**src/rtl/sock_buf_pkg.sv**
```systemverilog
package sock_buf_pkg;
  typedef enum logic {DIR_TX = 1'b0, DIR_RX = 1'b1} dir_e;

  // window size in bytes for a size code
  function automatic int unsigned code_bytes(input int unsigned code, input int unsigned min_log2);
    return 32'd1 << (min_log2 + code);
  endfunction
endpackage

```
**src/rtl/sock_buf_alloc.sv**
```systemverilog
module sock_buf_alloc
  import sock_buf_pkg::*;
#(
  parameter int unsigned NUM_SOCK = 4,
  parameter int unsigned CODE_W   = 2,
  parameter int unsigned MIN_LOG2 = 10,
  parameter int unsigned BUDGET   = 8192,
  parameter int unsigned ADDR_W   = 16,
  parameter logic [ADDR_W-1:0] REGION_BASE = '0
) (
  input  logic                               clk_i,
  input  logic                               rst_ni,
  input  logic [NUM_SOCK*CODE_W-1:0]         cfg_i,
  output logic [NUM_SOCK-1:0][ADDR_W-1:0]    size_o,
  output logic [NUM_SOCK-1:0][ADDR_W-1:0]    base_o,
  output logic [NUM_SOCK-1:0][ADDR_W-1:0]    mask_o
);
  localparam int unsigned SUM_W = ADDR_W + 2;

  logic [NUM_SOCK:0][SUM_W-1:0] cum;
  assign cum[0] = '0;

  for (genvar i = 0; i < NUM_SOCK; i++) begin : g_sock
    logic [CODE_W-1:0] code;
    logic [SUM_W-1:0]  raw;
    logic [SUM_W-1:0]  grant;
    logic [ADDR_W-1:0] size_q, base_q, mask_q;

    assign code  = cfg_i[i*CODE_W +: CODE_W];
    assign raw   = SUM_W'(code_bytes(32'(code), MIN_LOG2));
    // budget is checked against lower sockets only
    assign grant = (cum[i] < SUM_W'(BUDGET)) ? raw : '0;
    assign cum[i+1] = cum[i] + grant;

    always_ff @(posedge clk_i or negedge rst_ni) begin
      if (!rst_ni) begin
        size_q <= '0;
        base_q <= REGION_BASE;
        mask_q <= '0;
      end else begin
        size_q <= ADDR_W'(grant);
        base_q <= REGION_BASE + ADDR_W'(cum[i]);
        mask_q <= ADDR_W'(grant - SUM_W'(1));
      end
    end

    assign size_o[i] = size_q;
    assign base_o[i] = base_q;
    assign mask_o[i] = mask_q;
  end
endmodule

```
**src/rtl/sock_buf_walk.sv**
```systemverilog
module sock_buf_walk #(
  parameter int unsigned ADDR_W = 16,
  parameter int unsigned LEN_W  = 16
) (
  input  logic              clk_i,
  input  logic              rst_ni,
  input  logic              start_i,
  input  logic [ADDR_W-1:0] size_i,
  input  logic [ADDR_W-1:0] base_i,
  input  logic [ADDR_W-1:0] mask_i,
  input  logic [ADDR_W-1:0] ptr_i,
  input  logic [LEN_W-1:0]  len_i,
  input  logic              addr_ready_i,
  output logic              busy_o,
  output logic              addr_valid_o,
  output logic [ADDR_W-1:0] addr_o,
  output logic              done_o,
  output logic              err_o
);
  logic              run_q, done_q, err_q;
  logic [ADDR_W-1:0] base_q, mask_q, off_q;
  logic [LEN_W-1:0]  rem_q;
  logic              step;

  assign step = run_q && addr_ready_i;

  always_ff @(posedge clk_i or negedge rst_ni) begin
    if (!rst_ni) begin
      run_q  <= 1'b0;
      done_q <= 1'b0;
      err_q  <= 1'b0;
      base_q <= '0;
      mask_q <= '0;
      off_q  <= '0;
      rem_q  <= '0;
    end else begin
      done_q <= 1'b0;
      err_q  <= 1'b0;
      if (start_i) begin
        if (size_i == '0) begin
          err_q <= 1'b1;
        end else if (len_i == '0) begin
          done_q <= 1'b1;
        end else begin
          run_q  <= 1'b1;
          base_q <= base_i;
          mask_q <= mask_i;
          off_q  <= ptr_i & mask_i;
          rem_q  <= len_i;
        end
      end else if (step) begin
        off_q <= (off_q + ADDR_W'(1)) & mask_q;
        rem_q <= rem_q - LEN_W'(1);
        if (rem_q == LEN_W'(1)) begin
          run_q  <= 1'b0;
          done_q <= 1'b1;
        end
      end
    end
  end

  assign busy_o       = run_q;
  assign addr_valid_o = run_q;
  assign addr_o       = base_q + off_q;
  assign done_o       = done_q;
  assign err_o        = err_q;
endmodule

```
**src/rtl/sock_buf_xlate.sv**
```systemverilog
module sock_buf_xlate
  import sock_buf_pkg::*;
#(
  parameter int unsigned NUM_SOCK = 4,
  parameter int unsigned CODE_W   = 2,
  parameter int unsigned MIN_LOG2 = 10,
  parameter int unsigned BUDGET   = 8192,
  parameter int unsigned ADDR_W   = 16,
  parameter int unsigned PTR_W    = 16,
  parameter int unsigned LEN_W    = 16,
  parameter logic [ADDR_W-1:0] TX_BASE = 16'h4000,
  parameter logic [ADDR_W-1:0] RX_BASE = 16'h6000,
  parameter logic [NUM_SOCK*CODE_W-1:0] CFG_RST = 8'h55
) (
  input  logic                        clk_i,
  input  logic                        rst_ni,
  input  logic                        cfg_we_i,
  input  logic                        cfg_sel_i,
  input  logic [NUM_SOCK*CODE_W-1:0]  cfg_data_i,
  input  logic                        req_valid_i,
  output logic                        req_ready_o,
  input  logic [$clog2(NUM_SOCK)-1:0] req_sock_i,
  input  logic                        req_dir_i,
  input  logic [PTR_W-1:0]            req_ptr_i,
  input  logic [LEN_W-1:0]            req_len_i,
  output logic                        addr_valid_o,
  input  logic                        addr_ready_i,
  output logic [ADDR_W-1:0]           addr_o,
  output logic                        done_o,
  output logic                        err_o
);
  localparam int unsigned CFG_W = NUM_SOCK * CODE_W;

  logic [1:0][CFG_W-1:0] cfg_q;
  logic                  stale_q;
  logic [1:0][NUM_SOCK-1:0][ADDR_W-1:0] size_t, base_t, mask_t;
  logic                  dir_idx, start, busy;

  always_ff @(posedge clk_i or negedge rst_ni) begin
    if (!rst_ni) begin
      cfg_q   <= {2{CFG_RST}};
      stale_q <= 1'b1;
    end else begin
      if (cfg_we_i) cfg_q[cfg_sel_i] <= cfg_data_i;
      stale_q <= cfg_we_i; // table reloads on the following edge
    end
  end

  for (genvar d = 0; d < 2; d++) begin : g_dir
    sock_buf_alloc #(
      .NUM_SOCK   (NUM_SOCK),
      .CODE_W     (CODE_W),
      .MIN_LOG2   (MIN_LOG2),
      .BUDGET     (BUDGET),
      .ADDR_W     (ADDR_W),
      .REGION_BASE((d == 0) ? TX_BASE : RX_BASE)
    ) u_alloc (
      .clk_i  (clk_i),
      .rst_ni (rst_ni),
      .cfg_i  (cfg_q[d]),
      .size_o (size_t[d]),
      .base_o (base_t[d]),
      .mask_o (mask_t[d])
    );
  end

  assign dir_idx     = (req_dir_i == DIR_RX);
  assign req_ready_o = !busy && !done_o && !err_o && !stale_q && !cfg_we_i;
  assign start       = req_valid_i && req_ready_o;

  sock_buf_walk #(
    .ADDR_W(ADDR_W),
    .LEN_W (LEN_W)
  ) u_walk (
    .clk_i       (clk_i),
    .rst_ni      (rst_ni),
    .start_i     (start),
    .size_i      (size_t[dir_idx][req_sock_i]),
    .base_i      (base_t[dir_idx][req_sock_i]),
    .mask_i      (mask_t[dir_idx][req_sock_i]),
    .ptr_i       (ADDR_W'(req_ptr_i)),
    .len_i       (req_len_i),
    .addr_ready_i(addr_ready_i),
    .busy_o      (busy),
    .addr_valid_o(addr_valid_o),
    .addr_o      (addr_o),
    .done_o      (done_o),
    .err_o       (err_o)
  );
endmodule

```
**config.mk**
```make
export PLATFORM = sky130hd
export DESIGN_NAME = sock_buf_xlate
export DESIGN_NICKNAME = d
export VERILOG_FILES = /design/src/rtl/sock_buf_pkg.sv /design/src/rtl/sock_buf_alloc.sv /design/src/rtl/sock_buf_walk.sv /design/src/rtl/sock_buf_xlate.sv
export SDC_FILE = /design/constraint.sdc
export NUM_CORES = 1
export LEC_CHECK = 0
export BUFFER_PORTS_ARGS = -buffer_cell sky130_fd_sc_hd__buf_2
export CORE_ASPECT_RATIO = 0.75
export CORE_MARGIN = 4
export CORE_UTILIZATION = 60
export CTS_CLUSTER_SIZE = 10
export DETAILED_ROUTE_END_ITERATION = 6
export GPL_TIMING_DRIVEN = 1
export PLACE_DENSITY = 0.78
export SKIP_CTS_REPAIR_TIMING = 1
export SYNTH_ARGS = -nofsm -noshare
export SYNTH_HDL_FRONTEND = slang
export SYNTH_HIERARCHICAL = 1
export SYNTH_SLANG_ARGS = --single-unit
```
**constraint.sdc**
```tcl
create_clock -name clk_i -period 10.25 [get_ports clk_i]
set_clock_uncertainty 0.1 [all_clocks]
set_input_delay 3.075 -clock clk_i [delete_from_list [all_inputs] [get_ports clk_i]]
set_output_delay 3.075 -clock clk_i [all_outputs]
set_load 0.1 [all_outputs]
```
* Yosys cells after proc, flatten, opt, wreduce, memory -nomap -nowiden
Cells that the tools add are included.
** Cells by class
- Reductions and logical operators :: 19
- Equality and inequality tests :: 3
- Shift operators :: 8
- Add/sub/neg operators :: 29
- Bitwise gates (word level) :: 4
- $lt $le $gt $ge :: 10
- Muxes and demuxes :: 41
** Operators with widths (number)
- $mux 64 :: 6
- $mux 16 :: 13
- $sub 16x1->16 const B :: 9
- $shl 1x32->18 const A :: 4
- $lt 18x14->1 const B :: 6
- $add 15x16->16 const A :: 6
- $bmux 16 s2 :: 3
- $add 18x18->18 :: 4
- $mux 18 :: 4
- $add 4x2->5 const A :: 8
- $shl 1x5->18 const A :: 2
- $and 16x16->16 :: 2
- $logic_not 16->1 :: 2
- $shl 1x5->16 const A :: 2
- $add 16x1->16 const B :: 1
- $add 16x16->16 :: 1
- $bwmux 16 :: 1
- $eq 16x1->1 const B :: 1
- $mux 1 :: 12
- $demux 8 s1 :: 1
- $mux 8 :: 1
- $logic_and 1x1->1 :: 7
- $reduce_and 3->1 :: 2
- $logic_not 1->1 :: 5
- 7 further kinds :: 11
** Word-level totals
- Flip-flop bits (word level) :: 436
- Input bits :: 49
- Word-level logic and storage cells :: 146

* Depth between registers and ports, before layout
- Word-level depth :: 11
- Gate-level depth with buffers :: 30
- Depth with buffers taken out :: 30

* Hierarchy
Netlist, hierarchy kept.
** By module, submodules not included
- sock_buf_walk :: sequential area each 1676.6 sq um, area an instance 4182.8 sq um, times used 1, cells each 505
- sock_buf_alloc at g_dir[1].u_alloc :: sequential area each 2034.5 sq um, area an instance 4022.6 sq um, times used 1, cells each 352
- sock_buf_alloc at g_dir[0].u_alloc :: sequential area each 2030.7 sq um, area an instance 3988.8 sq um, times used 1, cells each 352
- sock_buf_xlate :: sequential area each 436.7 sq um, area an instance 3718.6 sq um, times used 1, cells each 210

* Worst setup path before layout
OpenSTA, ideal clock, no wires.
- Path type :: input port to output port
- Start point :: input cfg_we_i
- End point :: output req_ready_o
- Stages on the path :: 1
- Setup slack :: 2.747 ns
- Data required time :: 7.075 ns
- Data arrival time :: 4.328 ns
- Cell sequence :: nor2_1
** On the way
- Word-level cells in the longest chain between the ends :: 2
** Ends and longest elaborated chain
- start: declaration :: line sock_buf_xlate.sv:17 : input logic cfg_we_i,
- $logic_not 1->1 :: line sock_buf_xlate.sv:68 : assign req_ready_o = !busy && !done_o && !err_o && !stale_q && !cfg_we_i;
- $logic_and 1x1->1 :: line sock_buf_xlate.sv:68
- end: declaration :: line sock_buf_xlate.sv:21 : output logic req_ready_o,
No other way between the ends.

* Final worst setup path
Ends and elaborated chain as after synthesis.

==> impl_metrics.env <==
export IMPL_status="finished clean"
export IMPL_syn_to_final_growth_pct=3.26
export IMPL_drt_total_wl_um=33800
export IMPL_crit_path_max_incr_delay_ps=430
export IMPL_async_reset_ff_share_pct=100
export IMPL_cts_tree="yes"
export IMPL_drc=0
export IMPL_synthDistinctLibCells=86
export IMPL_start_util_pct=61.1
export IMPL_fin_util_pct=63.1
export IMPL_cp_endpoint="req_ready_o"
export IMPL_drv_slew=0
export IMPL_p_int_mw=2.19
export IMPL_pwr_share_clk_pct=24.1
export IMPL_crit_chain="buf_2 > nor2_1 > buf_2"
export IMPL_cts_root_buf="clkbuf_16"
export IMPL_crit_arrival_ps=3790
export IMPL_reg2reg_to="g_dir[0].u_alloc/g_sock[3].size_q[12]$_DFF_PN0_"
export IMPL_io_buffers=68
export IMPL_final_cells=1836
export IMPL_hold_viol_final=0
export IMPL_clk_pin_slew_ps=60
export IMPL_min_period_ps=6960
export IMPL_cpMostUsedCell="buf_2"
export IMPL_final_setup_tns_ps=0
export IMPL_synthFlopType="dfrtp_1"
export IMPL_hold_start="u_walk/mask_q[12]$_DFFE_PN0P_"
export IMPL_drive_gt1_share_pct=21.1
export IMPL_finalCritPeriodShare_pct=67.9
export IMPL_power_density_nw_per_um2=230
export IMPL_setup_violations=0
export IMPL_diodes=0
export IMPL_ys_ff_latch=246
export IMPL_seq_power_share_pct=35.3
export IMPL_r2r_slack_ps=3440
export IMPL_place_inst=1785
export IMPL_ant_nets=0
export IMPL_fp_dieArea_um2=29200
export IMPL_comb_power_share_pct=40.6
export IMPL_drt_pass1_iter_count=5
export IMPL_antenna_found_initial=0
export IMPL_clock_fmax_ghz=0.144
export IMPL_synth_seq_area_share_pct=38.8
export IMPL_grt_pass1_vias=10300
export IMPL_cts_buffers=28
export IMPL_hp_class="reg2reg"
export IMPL_coreArea_um2=26000
export IMPL_grt_max_degree=96
export IMPL_drt_initial_drc_count=858
export IMPL_synth_most_common_cell="dfrtp_1"
export IMPL_p_leak_nw=7.69
export IMPL_clockBufferDepth=3
export IMPL_synth_top_cell_area_share_pct=35.9
export IMPL_crit_required_ps=7080
export IMPL_htreeDepth=1
export IMPL_avgSynthCellArea_um2=11.2
export IMPL_clock_latency_ps=560
export IMPL_via_per_inst=5.71
export IMPL_cp_startpoint="cfg_we_i"
export IMPL_yosys_warnings=6
export IMPL_grt_ovfl_total=0
export IMPL_yosys_area_top_type="dfrtp_1"
export IMPL_worst_pin_slew_ps=953
export IMPL_reg2reg_from="cfg_q[1]$_DFFE_PN0P_"
export IMPL_grt_usage_pct=23.5
export IMPL_grt_pass1_wl_um=54900
export IMPL_ir_worst_vdd_mv=0.537
export IMPL_cp_slowest_cell="buf_2"
export IMPL_die_h_um=149
export IMPL_critPathMaxFanout=5
export IMPL_gp_congestion=0.964
export IMPL_critPathCaptureType="output pin"
export IMPL_num_rows=51
export IMPL_die_x_um=196
export IMPL_maxCapViolations=0
export IMPL_syn_area_um2=15900
export IMPL_rsz0062_at_grt="false"
export IMPL_detailed_place_hpwl_um=24300
export IMPL_via_count=10500
export IMPL_clock_sinks=246
export IMPL_nNetsFinal=1584
export IMPL_crit_type="in2out"
export IMPL_num_io_pins=69
export IMPL_reg2reg_depth=28
export IMPL_slew_headroom_pct=36.5
export IMPL_synth_edff_count=0
export IMPL_avgRoutedWirePerCell_um=18.4
export IMPL_swShare_pct=42.1
export IMPL_synth_area_top_cells="dfrtp_1, mux4_2, buf_4, ha_1, mux2_4"
export IMPL_p_switching_mw=1.60
export IMPL_synth_commonest_cells="dfrtp_1, buf_4, nand2_1, mux4_2, ha_1"
export IMPL_netlist_instances=1419
export IMPL_startpoint_type="input pin"
## per-layer routing
metal	track usage, %	share of wire (%)	vias to the layer above	wire, µm
li1	-	-	4771	-
met1	33.7	42	5175	14200
met2	37.2	47	445	15900
met3	3.88	7.3	85	2450
met4	7.78	3.7	0	1240
met5	0	0	-	0
## worst max-delay path: cells and delay by family
kind	cells	cell delay [ps]
and+or+nand+nor	1	110
buffers and inverters	2	610
## worst min-delay path by stage
| stage | to | slack, ps | cells after the start |
|---|---|---|---|
| after global placement | u_walk/mask_q[4]$_DFFE_PN0P_ | 350 | 2 |
| final | u_walk/mask_q[12]$_DFFE_PN0P_ | 370 | 2 |
| after floorplan | u_walk/mask_q[4]$_DFFE_PN0P_ | 340 | 2 |
| after detailed placement | u_walk/mask_q[4]$_DFFE_PN0P_ | 360 | 2 |
| after global routing | u_walk/mask_q[8]$_DFFE_PN0P_ | 400 | 2 |
| after CTS | u_walk/mask_q[4]$_DFFE_PN0P_ | 380 | 2 |
## power groups by stage
stage	clock, mW	combinational, mW	sequential, mW
detailed placement	0	1.50	1.35
finish	0.913	1.54	1.34
global placement	0	1.46	1.34
global route	0.971	1.65	1.36
floorplan	0	1.31	1.29
CTS	0.931	1.51	1.33
## per-stage QoR
step	hold WS, ps	setup WS (ps)	cell area (µm²)	power [mW]
floorplan	338	2750	16800	2.60
global placement	350	3300	15600	2.80
detailed placement	363	3060	15600	2.85
CTS	378	3290	16400	3.77
global route	403	3050	16400	3.98
finish	374	3290	16400	3.79
## area by class of cell
cell class	count	area [µm²]
clock buffers	50	803
clock inverters	1	30.0
fillers	2001	9600
inverters	53	199
multi-input cells	1065	8360
flip-flops and latches	246	6180
well taps	344	430
repair buffers	77	427
## layout by cell type (no fill, tap or decap), types with 5 or more instances in the layout
cell type / Yosys / routed
a211oi_1: 8 / 8
a21o_1: 10 / 10
a21oi_1: 48 / 48
a31oi_1: 12 / 12
a32oi_1: 6 / 6
and3_1: 19 / 19
buf_2: 21 / 65
buf_4: 224 / 10
clkbuf_1: 28 / 20
clkbuf_16: 0 / 28
conb_1: 4 / 231
dfrtp_1: 228 / 228
dfstp_2: 18 / 18
ha_1: 62 / 62
inv_1: 52 / 52
mux2_2: 24 / 24
mux2_4: 41 / 41
mux2i_1: 10 / 10
mux4_2: 93 / 93
nand2_1: 153 / 153
nand3_1: 38 / 38
nand4_1: 8 / 8
nor2_1: 49 / 49
nor2b_1: 6 / 6
nor3_1: 20 / 20
nor3_2: 5 / 5
nor3b_1: 8 / 7
nor4_1: 13 / 13
o211ai_1: 10 / 10
o21a_1: 5 / 5
o21ai_0: 32 / 32
o21bai_1: 5 / 5
o22ai_1: 9 / 9
or4_1: 8 / 8
xnor2_1: 28 / 28
xor2_1: 19 / 19
## sequential cells by signal, indices dropped and copies added, names as in the netlist
register and flops:
g_dir.u_alloc/g_sock.size_q 52, u_walk/rem_q 16, u_walk/err_o 1, g_dir.u_alloc/g_sock.base_q 47, u_walk/done_o 1, cfg_q 16
g_dir.u_alloc/g_sock.mask_q 63, stale_q 1, u_walk/mask_q 16, u_walk/addr_valid_o 1, u_walk/base_q 16, u_walk/off_q 16
## kinds of logic (layout without fill, tap and decap cells)
kind of cell	after synthesis	count (layout)	synth area share, %
and+or+nand+nor	372	372	12.0
AOI/OAI and AO/OA	180	180	7.49
buffers and inverters	335	181	14.0
xor gates and xnor gates	47	47	2.59
other	4	231	0.0943
muxes	171	171	19.9
DFF	246	246	38.8
adders and majority gates	64	64	5.13
Note: power is estimated with default switching activity, not from simulation.
